### src/rtl/flash_seq_pkg.sv
package flash_seq_pkg;

  typedef enum logic [2:0] {
    OP_READ = 3'd0, OP_PROG = 3'd1, OP_ER4K = 3'd2, OP_ER32K = 3'd3,
    OP_ER64K = 3'd4, OP_ERCHIP = 3'd5, OP_RDID = 3'd6, OP_UID = 3'd7
  } op_e;

  typedef enum logic [2:0] {
    E_NONE = 3'd0, E_ZERO_LEN = 3'd1, E_PAGE = 3'd2, E_BLOCK = 3'd3,
    E_ALIGN = 3'd4, E_TIMEOUT = 3'd5
  } err_e;

  typedef enum logic [2:0] {
    S_IDLE, S_WREN, S_HDR, S_DATA, S_WAIT, S_STAT, S_DONE
  } st_e;

  // program and every erase need write-enable and a busy poll
  function automatic logic needs_wren(op_e op);
    return (op != OP_READ) && (op != OP_RDID) && (op != OP_UID);
  endfunction

  // number of bytes in the command header, opcode included
  function automatic logic [2:0] hdr_len(op_e op, logic fast);
    case (op)
      OP_READ:   return fast ? 3'd5 : 3'd4;
      OP_ERCHIP: return 3'd1;
      OP_UID:    return 3'd5;
      default:   return 3'd4;
    endcase
  endfunction

  // header byte at position idx
  function automatic logic [7:0] hdr_byte(op_e op, logic [2:0] idx,
                                          logic [23:0] a, logic [7:0] opc);
    if (idx == 3'd0) return opc;
    case (op)
      OP_ER4K: begin
        if (idx == 3'd1) return a[23:16];
        if (idx == 3'd2) return {a[15:12], 4'h0};
        return 8'h00;
      end
      OP_ER64K:        return (idx == 3'd1) ? a[23:16] : 8'h00;
      OP_RDID, OP_UID: return 8'h00;
      default: begin
        if (idx == 3'd1) return a[23:16];
        if (idx == 3'd2) return a[15:8];
        if (idx == 3'd3) return a[7:0];
        return 8'hFF;
      end
    endcase
  endfunction

endpackage

### src/rtl/flash_seq_check.sv
module flash_seq_check
  import flash_seq_pkg::*;
#(
  parameter int LEN_W     = 16,
  parameter int MAX_BLOCK = 3
) (
  input  op_e              op,
  input  logic [23:0]      addr,
  input  logic [LEN_W-1:0] len,
  output err_e             err
);
  localparam int SUM_W = LEN_W + 1;
  localparam logic [7:0] MAX_BLK_B = 8'(MAX_BLOCK);

  logic [SUM_W-1:0] page_end;
  logic             is_rw, is_blk;

  assign page_end = SUM_W'(addr[7:0]) + SUM_W'(len);
  assign is_rw    = (op == OP_READ) || (op == OP_PROG);
  assign is_blk   = (op == OP_PROG) || (op == OP_ER4K) ||
                    (op == OP_ER32K) || (op == OP_ER64K);

  always_comb begin
    if (is_rw && len == '0)                         err = E_ZERO_LEN;
    else if (is_blk && addr[23:16] > MAX_BLK_B)     err = E_BLOCK;
    else if (op == OP_PROG && page_end > SUM_W'(256)) err = E_PAGE;
    else if (op == OP_ER32K && addr[14:0] != '0)    err = E_ALIGN;
    else                                            err = E_NONE;
  end
endmodule

### src/rtl/flash_seq_xfer.sv
module flash_seq_xfer (
  input  logic       clk,
  input  logic       rst_n,
  input  logic       start,
  input  logic [7:0] byte_i,
  input  logic       last_i,
  output logic       idle,
  output logic       fin,
  output logic [7:0] rx,
  output logic       spi_tx_valid,
  input  logic       spi_tx_ready,
  output logic [7:0] spi_tx_data,
  output logic       spi_tx_last,
  input  logic       spi_rx_valid,
  input  logic [7:0] spi_rx_data
);
  typedef enum logic [1:0] {X_IDLE, X_SEND, X_WAIT} xst_e;
  xst_e       st;
  logic [7:0] byte_q;
  logic       last_q;

  always_ff @(posedge clk or negedge rst_n) begin
    if (!rst_n) begin
      st     <= X_IDLE;
      byte_q <= '0;
      last_q <= 1'b0;
    end else begin
      case (st)
        X_IDLE: if (start) begin
          byte_q <= byte_i;
          last_q <= last_i;
          st     <= X_SEND;
        end
        X_SEND:  if (spi_tx_ready) st <= X_WAIT;
        X_WAIT:  if (spi_rx_valid) st <= X_IDLE;
        default: st <= X_IDLE;
      endcase
    end
  end

  assign idle         = (st == X_IDLE);
  assign fin          = (st == X_WAIT) && spi_rx_valid;
  assign rx           = spi_rx_data;
  assign spi_tx_valid = (st == X_SEND);
  assign spi_tx_data  = byte_q;
  assign spi_tx_last  = last_q;

  // an offered byte stays put until the engine takes it
  a_r12_hold_offer: assert property (@(posedge clk) disable iff (!rst_n)
    (spi_tx_valid && !spi_tx_ready) |=>
      (spi_tx_valid && $stable(spi_tx_data) && $stable(spi_tx_last)));

  // no byte is offered while a reply is still owed
  a_r12_one_in_flight: assert property (@(posedge clk) disable iff (!rst_n)
    (spi_tx_valid && spi_tx_ready) |=> !spi_tx_valid);
endmodule

### src/rtl/flash_seq.sv
module flash_seq
  import flash_seq_pkg::*;
#(
  parameter int LEN_W        = 16,
  parameter int POLL_W       = 16,
  parameter int SETTLE_CYC   = 16,
  parameter int MAX_BLOCK    = 3,
  parameter int FAST_MIN_MHZ = 24,
  parameter logic [7:0] OPC_READ   = 8'h03,
  parameter logic [7:0] OPC_FREAD  = 8'h0B,
  parameter logic [7:0] OPC_PROG   = 8'h02,
  parameter logic [7:0] OPC_WREN   = 8'h06,
  parameter logic [7:0] OPC_STAT   = 8'h05,
  parameter logic [7:0] OPC_ER4K   = 8'h20,
  parameter logic [7:0] OPC_ER32K  = 8'h52,
  parameter logic [7:0] OPC_ER64K  = 8'hD8,
  parameter logic [7:0] OPC_ERCHIP = 8'hC7,
  parameter logic [7:0] OPC_RDID   = 8'h90,
  parameter logic [7:0] OPC_UID    = 8'h4B
) (
  input  logic              clk,
  input  logic              rst_n,
  input  logic              req_valid,
  output logic              req_ready,
  input  logic [2:0]        req_op,
  input  logic [23:0]       req_addr,
  input  logic [LEN_W-1:0]  req_len,
  input  logic [7:0]        cfg_speed,
  input  logic [POLL_W-1:0] cfg_poll_max,
  input  logic [7:0]        wr_data,
  output logic              wr_pop,
  output logic              rd_valid,
  output logic [7:0]        rd_data,
  output logic [63:0]       id_value,
  output logic              done,
  output logic [2:0]        err_code,
  output logic              spi_tx_valid,
  input  logic              spi_tx_ready,
  output logic [7:0]        spi_tx_data,
  output logic              spi_tx_last,
  input  logic              spi_rx_valid,
  input  logic [7:0]        spi_rx_data
);
  localparam int WCNT_W = $clog2(SETTLE_CYC + 1);
  localparam logic [7:0] FAST_MIN_B = 8'(FAST_MIN_MHZ);

  st_e               state;
  op_e               op_in, op_q;
  err_e              chk_err, err_q;
  logic [23:0]       addr_q;
  logic              fast_q, fast_now, pend;
  logic [2:0]        hlen_q, hidx;
  logic [LEN_W-1:0]  dlen_q, didx, dlen_in;
  logic [WCNT_W-1:0] wcnt;
  logic [POLL_W-1:0] pcnt;
  logic [63:0]       id_q;
  logic [7:0]        opc, x_byte, x_rx;
  logic              x_last, x_start, x_idle, x_fin;
  logic              hdr_end, data_end, poll_spent, reject;
  st_e               post_st;

  assign op_in    = op_e'(req_op);
  assign fast_now = cfg_speed > FAST_MIN_B;

  always_comb begin
    case (op_in)
      OP_READ, OP_PROG: dlen_in = req_len;
      OP_RDID:          dlen_in = LEN_W'(2);
      OP_UID:           dlen_in = LEN_W'(8);
      default:          dlen_in = '0;
    endcase
  end

  flash_seq_check #(.LEN_W(LEN_W), .MAX_BLOCK(MAX_BLOCK)) u_check (
    .op(op_in), .addr(req_addr), .len(req_len), .err(chk_err)
  );

  always_comb begin
    case (op_q)
      OP_READ:   opc = fast_q ? OPC_FREAD : OPC_READ;
      OP_PROG:   opc = OPC_PROG;
      OP_ER4K:   opc = OPC_ER4K;
      OP_ER32K:  opc = OPC_ER32K;
      OP_ER64K:  opc = OPC_ER64K;
      OP_ERCHIP: opc = OPC_ERCHIP;
      OP_RDID:   opc = OPC_RDID;
      default:   opc = OPC_UID;
    endcase
  end

  // named events used by the FSM and the assertions
  assign hdr_end    = (hidx == hlen_q - 3'd1);
  assign data_end   = (didx == dlen_q - LEN_W'(1));
  assign poll_spent = ({1'b0, pcnt} + 1'b1) >= {1'b0, cfg_poll_max};
  assign post_st    = needs_wren(op_q) ? S_WAIT : S_DONE;
  assign reject     = (state == S_IDLE) && req_valid && (chk_err != E_NONE);
  assign x_start    = pend && x_idle;

  // byte offered for the current step
  always_comb begin
    x_byte = 8'hFF;
    x_last = 1'b0;
    case (state)
      S_WREN: begin x_byte = OPC_WREN; x_last = 1'b1; end
      S_HDR: begin
        x_byte = hdr_byte(op_q, hidx, addr_q, opc);
        x_last = hdr_end && (dlen_q == '0);
      end
      S_DATA: begin
        x_byte = (op_q == OP_PROG) ? wr_data : 8'hFF;
        x_last = data_end;
      end
      S_STAT: begin
        x_byte = (hidx == 3'd0) ? OPC_STAT : 8'hFF;
        x_last = (hidx != 3'd0);
      end
      default: ;
    endcase
  end

  always_ff @(posedge clk or negedge rst_n) begin
    if (!rst_n) begin
      state <= S_IDLE; op_q <= OP_READ; err_q <= E_NONE; addr_q <= '0;
      fast_q <= 1'b0; pend <= 1'b0; hlen_q <= 3'd1; hidx <= '0;
      dlen_q <= '0; didx <= '0; wcnt <= '0; pcnt <= '0; id_q <= '0;
      rd_valid <= 1'b0; rd_data <= '0;
    end else begin
      rd_valid <= 1'b0;
      if (x_start) pend <= 1'b0;
      case (state)
        S_IDLE: if (req_valid) begin
          op_q   <= op_in;
          addr_q <= req_addr;
          fast_q <= fast_now && (op_in == OP_READ);
          hlen_q <= hdr_len(op_in, fast_now);
          dlen_q <= dlen_in;
          hidx <= '0; didx <= '0; wcnt <= '0; pcnt <= '0;
          err_q  <= chk_err;
          if (chk_err != E_NONE) state <= S_DONE;
          else begin
            pend  <= 1'b1;
            state <= needs_wren(op_in) ? S_WREN : S_HDR;
          end
        end
        S_WREN: if (x_fin) begin state <= S_HDR; pend <= 1'b1; end
        S_HDR: if (x_fin) begin
          if (!hdr_end) begin hidx <= hidx + 3'd1; pend <= 1'b1; end
          else if (dlen_q != '0) begin state <= S_DATA; pend <= 1'b1; end
          else state <= post_st;
        end
        S_DATA: if (x_fin) begin
          if (op_q == OP_READ) begin rd_valid <= 1'b1; rd_data <= x_rx; end
          if (op_q == OP_RDID || op_q == OP_UID) id_q <= {id_q[55:0], x_rx};
          if (data_end) state <= post_st;
          else begin didx <= didx + LEN_W'(1); pend <= 1'b1; end
        end
        S_WAIT: begin
          if (wcnt == WCNT_W'(SETTLE_CYC - 1)) begin
            state <= S_STAT; hidx <= '0; pend <= 1'b1;
          end else wcnt <= wcnt + WCNT_W'(1);
        end
        S_STAT: if (x_fin) begin
          if (hidx == 3'd0) begin hidx <= 3'd1; pend <= 1'b1; end
          else if (!x_rx[0]) state <= S_DONE;
          else if (poll_spent) begin err_q <= E_TIMEOUT; state <= S_DONE; end
          else begin pcnt <= pcnt + POLL_W'(1); hidx <= '0; pend <= 1'b1; end
        end
        default: state <= S_IDLE;
      endcase
    end
  end

  flash_seq_xfer u_xfer (
    .clk(clk), .rst_n(rst_n), .start(x_start), .byte_i(x_byte), .last_i(x_last),
    .idle(x_idle), .fin(x_fin), .rx(x_rx),
    .spi_tx_valid(spi_tx_valid), .spi_tx_ready(spi_tx_ready),
    .spi_tx_data(spi_tx_data), .spi_tx_last(spi_tx_last),
    .spi_rx_valid(spi_rx_valid), .spi_rx_data(spi_rx_data)
  );

  assign req_ready = (state == S_IDLE);
  assign done      = (state == S_DONE);
  assign err_code  = err_q;
  assign id_value  = id_q;
  assign wr_pop    = x_start && (state == S_DATA) && (op_q == OP_PROG);

  // a refused request ends next cycle with no byte offered
  a_r3_reject_quiet: assert property (@(posedge clk) disable iff (!rst_n)
    reject |=> (done && !spi_tx_valid));

  // write-enable is a frame of its own
  a_r8_wren_alone: assert property (@(posedge clk) disable iff (!rst_n)
    (spi_tx_valid && state == S_WREN) |-> (spi_tx_last && spi_tx_data == OPC_WREN));

  // status frame is opcode then a closing fill byte
  a_r9_stat_frame: assert property (@(posedge clk) disable iff (!rst_n)
    (spi_tx_valid && state == S_STAT) |-> (spi_tx_last == (hidx != 3'd0)));

  // read strobes only come from read requests
  a_r1_rd_only_read: assert property (@(posedge clk) disable iff (!rst_n)
    rd_valid |-> (op_q == OP_READ));

  // done lasts exactly one cycle
  a_r12_done_pulse: assert property (@(posedge clk) disable iff (!rst_n)
    done |=> !done);
endmodule

### config.mk
export PLATFORM = sky130hd
export DESIGN_NAME = flash_seq
export DESIGN_NICKNAME = d
export VERILOG_FILES = /design/src/rtl/flash_seq_pkg.sv /design/src/rtl/flash_seq_check.sv /design/src/rtl/flash_seq_xfer.sv /design/src/rtl/flash_seq.sv
export SDC_FILE = /design/constraint.sdc
export NUM_CORES = 1
export LEC_CHECK = 0
export ABC_AREA = 1
export BUFFER_PORTS_ARGS = -buffer_cell sky130_fd_sc_hd__buf_2
export CAP_MARGIN = 20
export CORE_UTILIZATION = 55
export DETAILED_ROUTE_END_ITERATION = 8
export GPL_TIMING_DRIVEN = 0
export PLACE_DENSITY_LB_ADDON = 0.08
export SKIP_LAST_GASP = 1
export SLEW_MARGIN = 30
export SYNTH_ARGS = -nofsm -noshare
export SYNTH_HDL_FRONTEND = slang
export SYNTH_SLANG_ARGS = --single-unit
### constraint.sdc
create_clock -name clk -period 4.38 [get_ports clk]
set_clock_uncertainty 0.1 [all_clocks]
set_input_delay 0.438 -clock clk [delete_from_list [all_inputs] [get_ports clk]]
set_output_delay 0.438 -clock clk [all_outputs]
set_load 0.005 [all_outputs]
**Word level (Yosys, flattened, before mapping)**

Index checks and enable logic that the tools add are counted.

- Input bits: 88
- Flip-flop bits (word level): 178
- Logic and storage cells: 248

- Reductions and logical operators: 50
- Equality and inequality tests: 53
- Order comparisons: 4
- Add/sub/neg operators: 8
- Mux-type cells: 115

Operator list:

| cell | number |
|---|---|
| $mux 16 | 7 |
| $mux 8 | 14 |
| $mux 3 | 30 |
| $pmux 16 s2 | 2 |
| $pmux 8 s7 | 1 |
| $pmux 16 s3 | 1 |
| $mux 1 | 42 |
| $eq 3x3->1 const B | 11 |
| $add 16x1->16 const B | 2 |
| $logic_not 16->1 | 2 |
| $pmux 8 s4 | 1 |
| $ne 2x2->1 const B | 13 |
| $eq 3x2->1 const B | 8 |
| $pmux 8 s3 | 1 |
| $ne 3x3->1 const B | 7 |
| $pmux 3 s6 | 1 |
| $add 16x1->17 const B | 1 |
| $add 8x16->17 | 1 |
| $ge 17x16->1 | 1 |
| $gt 17x9->1 const B | 1 |
| $eq 16x16->1 | 1 |
| $reduce_bool 16->1 | 1 |
| $sub 16x1->16 const B | 1 |
| $reduce_bool 15->1 | 1 |
| 36 further kinds | 79 |

**Logic depth before layout (Yosys ltp)**

Gate-level depths: netlist of the first run.

- Depth after elaboration: 20
- Mapped depth: 25

**Hierarchy**

A second synthesis of the first run with hierarchy kept.

- Cells, all modules: 1470
- Area, all modules: 10724.0 µm²

Modules (own cells, without submodules):

| module | times used | area an instance (µm²) | cells an instance | sequential area each (µm²) |
|---|---|---|---|---|
| flash_seq | 1 | 9223.8 | 1206 | 4155.2 |
| flash_seq_check | 1 | 977.2 | 204 | 0.0 |
| flash_seq_xfer | 1 | 523.0 | 60 | 275.3 |

**Worst setup path before layout of the first run**

No wires, ideal clock.

- Path kind: register to register
- Start point: reg pcnt[2]
- End point: reg pcnt[5]
- Path buffers: 1
- Arrival: 2.733 ns
- Period minus slack after synthesis: 2.964 ns
- Setup time: 0.131 ns
- Slack: 1.416 ns
- Cell stages (with the launch flop): 21
- Cell sequence: dfrtp_1 inv_2 nor3_4 nand2_1 nor4_4 nand3_2 nor3_4 nand2_1 xor2_1 inv_1 ha_1 inv_1 o211ai_1 inv_1 nand2_1 nor2_1 nand3_1 nand3b_1 nand2_1 buf_4 o22ai_1

- Word-level cells in the longest chain between the ends: 6

RTL lines:

| what | RTL line | text |
|---|---|---|
| from (decl) | flash_seq.sv:55 | `logic [POLL_W-1:0] pcnt;` |
| from (signal assigned) | flash_seq.sv:125 | `dlen_q <= '0; didx <= '0; wcnt <= '0; pcnt <= '0; id_q <= '0;` |
| from (signal assigned) | flash_seq.sv:137 | `hidx <= '0; didx <= '0; wcnt <= '0; pcnt <= '0;` |
| from (signal assigned) | flash_seq.sv:166 | `else begin pcnt <= pcnt + POLL_W'(1); hidx <= '0; pend <= 1'b1; end` |
| parallel branches: the longest is 6 deep, another holds $add 16x1->17 | n/a |  |

Several ways; the timed one is not identified. The select of a mux whose other input is x is not followed.
A chain may end at the register's enable or synchronous reset.

**Worst setup path in the final report of the first run**

- Start point: reg pcnt[2]
- End point: reg pcnt[6]

The elaborated chain is that of the path after synthesis.

==> results of run 1 <==
## timing repair
| item | in CTS | in global routing |
|---|---|---|
| gates resized for setup | 0 | 0 |
| setup buffers | 0 | 0 |
| hold buffers | 1 | 0 |
| hold endpoints to repair | 37 | 0 |
## final timing paths
check | startpoint | end | slack (ns) | cells after the start
max in group asynchronous | rst_n | hlen_q[0] | 3.13 | 3
worst min-delay path | spi_tx_ready | u_xfer.st[0] | 0.09 | 2
worst max register to register | pcnt[2] | pcnt[6] | 0.83 | 20
min in group asynchronous | rst_n | pcnt[6] | 0.36 | 2
worst min register to register | addr_q[1] | addr_q[1] | 0.37 | 2
worst max-delay path | pcnt[2] | pcnt[6] | 0.83 | 20
## metal layers
metal	track usage	part of all wire	vias to the layer above
li1	-	-	4669
met1	0.3559	0.44	4358
met2	0.4868	0.50	251
met3	0.04301	0.050	33
met4	0.07114	0.012	0
met5	0	0	-
## power by group through the flow
stage          Sequential (W)  Combinational [W]  Clock [W]
2_1_floorplan         0.00225            0.00210          0
3_3_place_gp          0.00229            0.00286          0
3_5_place_dp          0.00230            0.00291          0
4_1_cts               0.00227            0.00292    0.00160
5_1_grt               0.00232            0.00328    0.00166
6_report              0.00227            0.00291    0.00158
## sequential cells by signal, indices dropped and copies added (netlist names), 5 cells and up
signal and count:
addr_q 24, didx 16, dlen_q 16, id_value 64
pcnt 16, rd_data 8, u_xfer.spi_tx_data 8, wcnt 5
## metrics by stage
stage | power (W) | cells | utilization | hold slack (ns) | cell area [µm²]
after floorplan | 0.004349 | 1302 | - | 0.04241 | 10430
after global placement | 0.005149 | 1707 | 0.6348 | 0.3523 | 11600
after detailed placement | 0.005207 | 1709 | 0.6383 | 0.2415 | 11660
after CTS | 0.006787 | 1742 | 0.6730 | 0.08070 | 12300
after global routing | 0.007259 | 1742 | 0.6730 | 0.08305 | 12300
final | 0.006763 | 1743 | 0.6731 | 0.09199 | 12300
## cell type report
| class | count | area share |
|---|---|---|
| clock inverter | 15 | 0.01607 |
| antenna | 1 | 0.0002035 |
| buffer | 32 | 0.01546 |
| sequential | 177 | 0.3603 |
| timing repair buffer | 179 | 0.07773 |
| clock buffer | 17 | 0.03459 |
| multi-input combinational | 918 | 0.4190 |
| tap | 229 | 0.02330 |
| inverter | 175 | 0.05341 |
## layout by cell type (no fill, tap or decap), types with 3 or more instances in the layout
cell type  Yosys  layout
nand3b_1       4       4
nor2_4         7       7
nand3_2        5       5
clkbuf_16      0      17
nand2_2        4       4
nand4_1       19      19
dfrtp_1      176     176
clkinv_8       0       5
xnor2_1        8       8
nor3_1        17      17
nor3_4         3       3
xor2_1        33      33
clkbuf_1       9       9
buf_2         14     189
o31ai_1       16      16
a21oi_2        6       6
o21ai_0       79      79
a21oi_1       33      33
mux2_2        42      42
o21ai_1       14      14
nand2_1      339     339
inv_2         18      18
o211ai_1       8       8
inv_12         0       3
buf_4          4       4
nor4_1         9       9
inv_8          0       3
buf_6          5       5
nand3_1       76      76
nor2_1       101     101
o22ai_1       11      11
ha_1          34      34
nor2_2        11      11
inv_6          0       3
inv_1        156     156
a31oi_1       10      10
## cell families after synthesis
group | count (synthesis)
buf+inv | 207
flops | 177
mux | 42
compound gates | 191
simple gates | 606
xor+xnor | 44
fa+ha+maj | 35
==> reports/qor.yml, run 1 <==
run_status:
  status: "finished, final reports clean"
power:
  power_density_nw_per_um2: 549.9
  vdd_drop_max_mv: 0.3594
  switchingPower_w: 0.002942
  intPower_w: 0.003820
  p_leak_nw: 6.604
  sw_frac_of_total: 0.4351
  power_frac_seq: 0.336
  comb_power_share: 0.431
  p_clk_frac: 0.233
yosys:
  synth_compound_area_frac: 0.1076
  synth_top_area_frac: 0.4223
  syn_inst: 1302
  synthTopCellsByArea: "dfrtp_1 (42%), nand2_1 (12%), inv_1 (5.6%), mux2_2 (4.5%), ha_1 (4.1%)"
  synth-seq-cells: 177
  ys_warn_count: 0
  syn_avg_cell_area_um2: 8.011
  synth_ff_type: "dfrtp_1"
  synthAdderAreaFrac: 0.04271
  synth.largest_area_cell: "dfrtp_1"
  synth-edff-count: 0
  synthXorXnorAreaFrac: 0.03971
  synthMuxAreaShare: 0.04535
  synth.most_common_cell: "nand2_1"
  yosysUniqueCellTypes: 57
  yosys.area_share.simple: 0.2586
  synth_area_um2: 10430
  syn_nets: 1425
  synthTopCellsByCount: "nand2_1 (339), dfrtp_1 (176), inv_1 (156), nor2_1 (101), o21ai_0 (79)"
  async_reset_ff_frac: 1.000
  synth_top_family_by_area: "simple AND/OR/NAND/NOR gates"
  seq_area_frac_synth: 0.4248
timing:
  rsz0062_at_grt: "no"
  setup_viol: 0
  max_freq_mhz: 282.0
  hold_viol_final: 0
  slew_viol_final: 0
  period_needed_ns: 3.546
  period_share: 0.8096
  tightest_slew_ns: 0.8616
  setup_slack_ns: 0.8341
  slew_headroom: 0.4212
  fin_setup_tns_ns: 0
critical_path:
  critPathTopFamily: "simple AND/OR/NAND/NOR gates"
  crit_chain: "inv_2 > nor3_4 > nand2_1 > nor4_4 > nand3_2 > nor3_4 > nand2_1 > xor2_1 > inv_1 > ha_1 > inv_1 > o211ai_1 > inv_1 > nand2_1 > nor2_1 > nand3_1 > nand3b_1 > nand2_1 > buf_4 > o22ai_1"
  crit_buf_inv: 5
  critPathLaunchType: "register"
  crit_slowest_cell: "dfrtp_1"
  cp-end-kind: "register"
  criticalPathCategory: "reg2reg"
  worstPathRequired_ns: 4.60
  slowest_delay_ns: 0.39
  cp_max_fo: 10
  arrival_ns: 3.76
  crit_top_cell: "nand2_1"
global_routing:
  grt_pass1_wl_mm: 43.48
  overflow: 0
  grt_max_degree: 71
  grt_use_total: 0.2772
  antenna_found_initial: 0
  grt_pass1_vias: 9083
floorplan:
  die_h_um: 139.7
  core_um2: 18270
  dieArea_um2: 19520
  io_pins: 177
  rows: 49
  initial_core_util: 0.5709
  fp.dieW_um: 139.7
clock_tree:
  numCtsBuffers: 17
  clockBufferDepth: 2
  cts.sinks: 177
  clock_latency_ns: 0.44
  clk_pin_slew_ns: 0.07
  cts_max_level: 4
  cts_tree: "yes"
  clockRootBuffer: "clkbuf_16"
drt:
  antenna_left: 0
  vias_per_cell: 5.342
  detail_route.iter0.violations: 428
  routed_wl_mm: 25.57
  vias: 9311
  post_drt_wl_per_cell_um: 14.67
  drtPass1Iterations: 5
  drc: 0
placement:
  port_buffers: 176
  dpl_worst_slack_ns: 0.9081
  dpl.hpwl_mm: 20.12
  gp_congestion: 0.9474
final_layout:
  nets: 1623
  multi_input_area_um2: 5152
  drive_gt1_frac: 0.2260
  fillCellCount: 1572
  seq_area_um2: 4431
  synthToLayoutAreaGrowth_pct: 17.91
job:
  maxCapViolations: 0
min_path:
  worst_hold_path_type: "in2reg"
Note: power is estimated with default switching activity, not from simulation.
==> run 2, diff against run 1 <==
==> constraint.sdc (replaced) <==
create_clock -name clk -period 3.68 [get_ports clk]
set_clock_uncertainty 0.1 [all_clocks]
set_input_delay 0.368 -clock clk [delete_from_list [all_inputs] [get_ports clk]]
set_output_delay 0.368 -clock clk [all_outputs]
set_load 0.005 [all_outputs]
==> run 2 against run 1 <==
  * Count of clock-buffer cells in the layout unchanged
  * Critical path depth decreased by 1
  * Power increased by 19%
==> reports/qor.yml, run 2 (synthesis gave the netlist of run 1 again) <==
global_routing:
  use_met1: 0.3559
  grt_pass1_vias: 9083
  globalRouteMet2Util: 0.4868
  grt-busiest-layer: "met2"
  antenna_found_initial: 0
  grt_pass1_wl_mm: 43.48
  grt_max_degree: 71
  grt_use_total: 0.2772
  overflow: 0
  grt_use_met3: 0.04301
clock_tree:
  clockBufferDepth: 2
  clk_pin_slew_ns: 0.08
  clockRootBuffer: "clkbuf_16"
  clock_latency_ns: 0.44
  cts_tree: "yes"
  cts_max_level: 4
  cts.sinks: 177
  numCtsBuffers: 17
final_layout:
  nets: 1625
  layout_common_cells: "nand2_1 (337), buf_2 (189), dfrtp_1 (176), inv_1 (155), nor2_1 (98)"
  final_common_cell: "nand2_1"
  synthToLayoutAreaGrowth_pct: 18.57
  drive_gt1_frac: 0.2330
  stdcell_area_um2: 12370
  largest_reg_flops: 64
  finish.utilization: 0.6769
drt:
  post_drt_wl_per_cell_um: 14.70
  drtPass1Iterations: 5
  routed_wl_mm: 25.67
  vias_per_cell: 5.341
  vias: 9326
  drc: 0
  detail_route.iter0.violations: 367
  antenna_left: 0
floorplan:
  dieArea_um2: 19520
  core_um2: 18270
  io_pins: 177
  initial_core_util: 0.5709
  die_h_um: 139.7
  fp.dieW_um: 139.7
  rows: 49
timing:
  slew_headroom: 0.4132
  slew_viol_final: 0
  max_freq_mhz: 290.4
  setup_viol: 0
  tightest_slew_ns: 0.8735
  period_share: 0.9359
  period_needed_ns: 3.444
  fin_setup_tns_ns: 0
  hold_viol_final: 0
critical_path:
  critPathLaunchType: "register"
  criticalPathCategory: "reg2reg"
  cp-end-kind: "register"
  reg2reg_slack_ns: 0.24
  crit_path_start: "pcnt[2]"
  worstReg2RegEnd: "pcnt[6]"
  crit_chain: "inv_2 > nor3_4 > nand2_2 > nor4_4 > nand3_2 > nor3_4 > nand3_1 > xnor2_2 > ha_1 > nand2_1 > inv_1 > nand4_1 > nor2_1 > nor2_2 > nand3_2 > nand3b_1 > nand2_2 > buf_6 > o22ai_1"
  crit-reg2reg-launch: "pcnt[2]"
  crit_slowest_cell: "dfrtp_1"
  arrival_ns: 3.66
  cp_max_fo: 10
  worstPathRequired_ns: 3.90
  cp.depth: 19
  critPathTopFamily: "simple AND/OR/NAND/NOR gates"
  cp-endpoint: "pcnt[6]"
  r2r_cells: 19
  slowest_delay_ns: 0.39
  crit_buf_inv: 3
placement:
  gp_congestion: 0.9474
  placed_area_um2: 11660
  port_buffers: 176
  dpl.hpwl_mm: 20.12
job:
  maxCapViolations: 0
power:
  p_leak_nw: 6.623
  p_total_w: 0.008076
  power_density_nw_per_um2: 653.0
  vdd_drop_max_mv: 0.4274
run_status:
  status: "finished, final reports clean"
min_path:
  worst_hold_path_type: "in2reg"
[run 2: worst min path at each step]
stage,startpoint,endpoint,slack [ns],cells after the start
after global placement,addr_q[4],addr_q[4],0.35,2
after CTS,spi_rx_valid,u_xfer.st[1],0.01,2
after global routing,spi_rx_valid,u_xfer.st[1],0.01,2
after floorplan,rst_n,addr_q[0],-0.03,0
after detailed placement,rst_n,pcnt[6],0.17,1
final,spi_tx_ready,u_xfer.st[0],0.02,2
[run 2: layout make-up]
type / count / area (µm²)
antenna: 2 / 5.005
inverter: 175 / 659.4
tap: 229 / 286.5
clock inverter: 15 / 197.7
sequential: 177 / 4431
buffer: 32 / 193.9
multi-input combinational: 918 / 5197
fill: 1563 / 5903
timing repair buffer: 181 / 970.9
clock buffer: 17 / 425.4
[run 2: power breakdown]
group / switching, W / internal [W] / leakage, nW / total [W]
Combinational: 0.00226 / 0.00123 / 4.01 / 0.00349
Clock: 0.000941 / 0.000940 / 0.298 / 0.00188
Sequential: 0.000319 / 0.00238 / 2.32 / 0.00270
[run 2: timing repair]
item	4_1_cts	5_1_grt
hold endpoints to repair	37	0
setup endpoints to repair	0	21
buffers inserted	0	2
gates resized for setup	0	13
hold buffers	1	0
[run 2: routing by layer]
metal  share of wire  up-vias
met4           0.013        0
li1                -     4673
met3           0.045       32
met2            0.50      251
met5               0        -
met1            0.44     4370
[run 2: metrics by stage]
step	instances	hold WS (ns)	setup slack, ns
final	1746	0.02198	0.2359
after global routing	1744	0.01305	-0.06117
after CTS	1742	0.01070	0.1063
after detailed placement	1709	0.1715	0.2081
after global placement	1707	0.3523	-0.7183
after floorplan	1302	-0.02759	0.7157
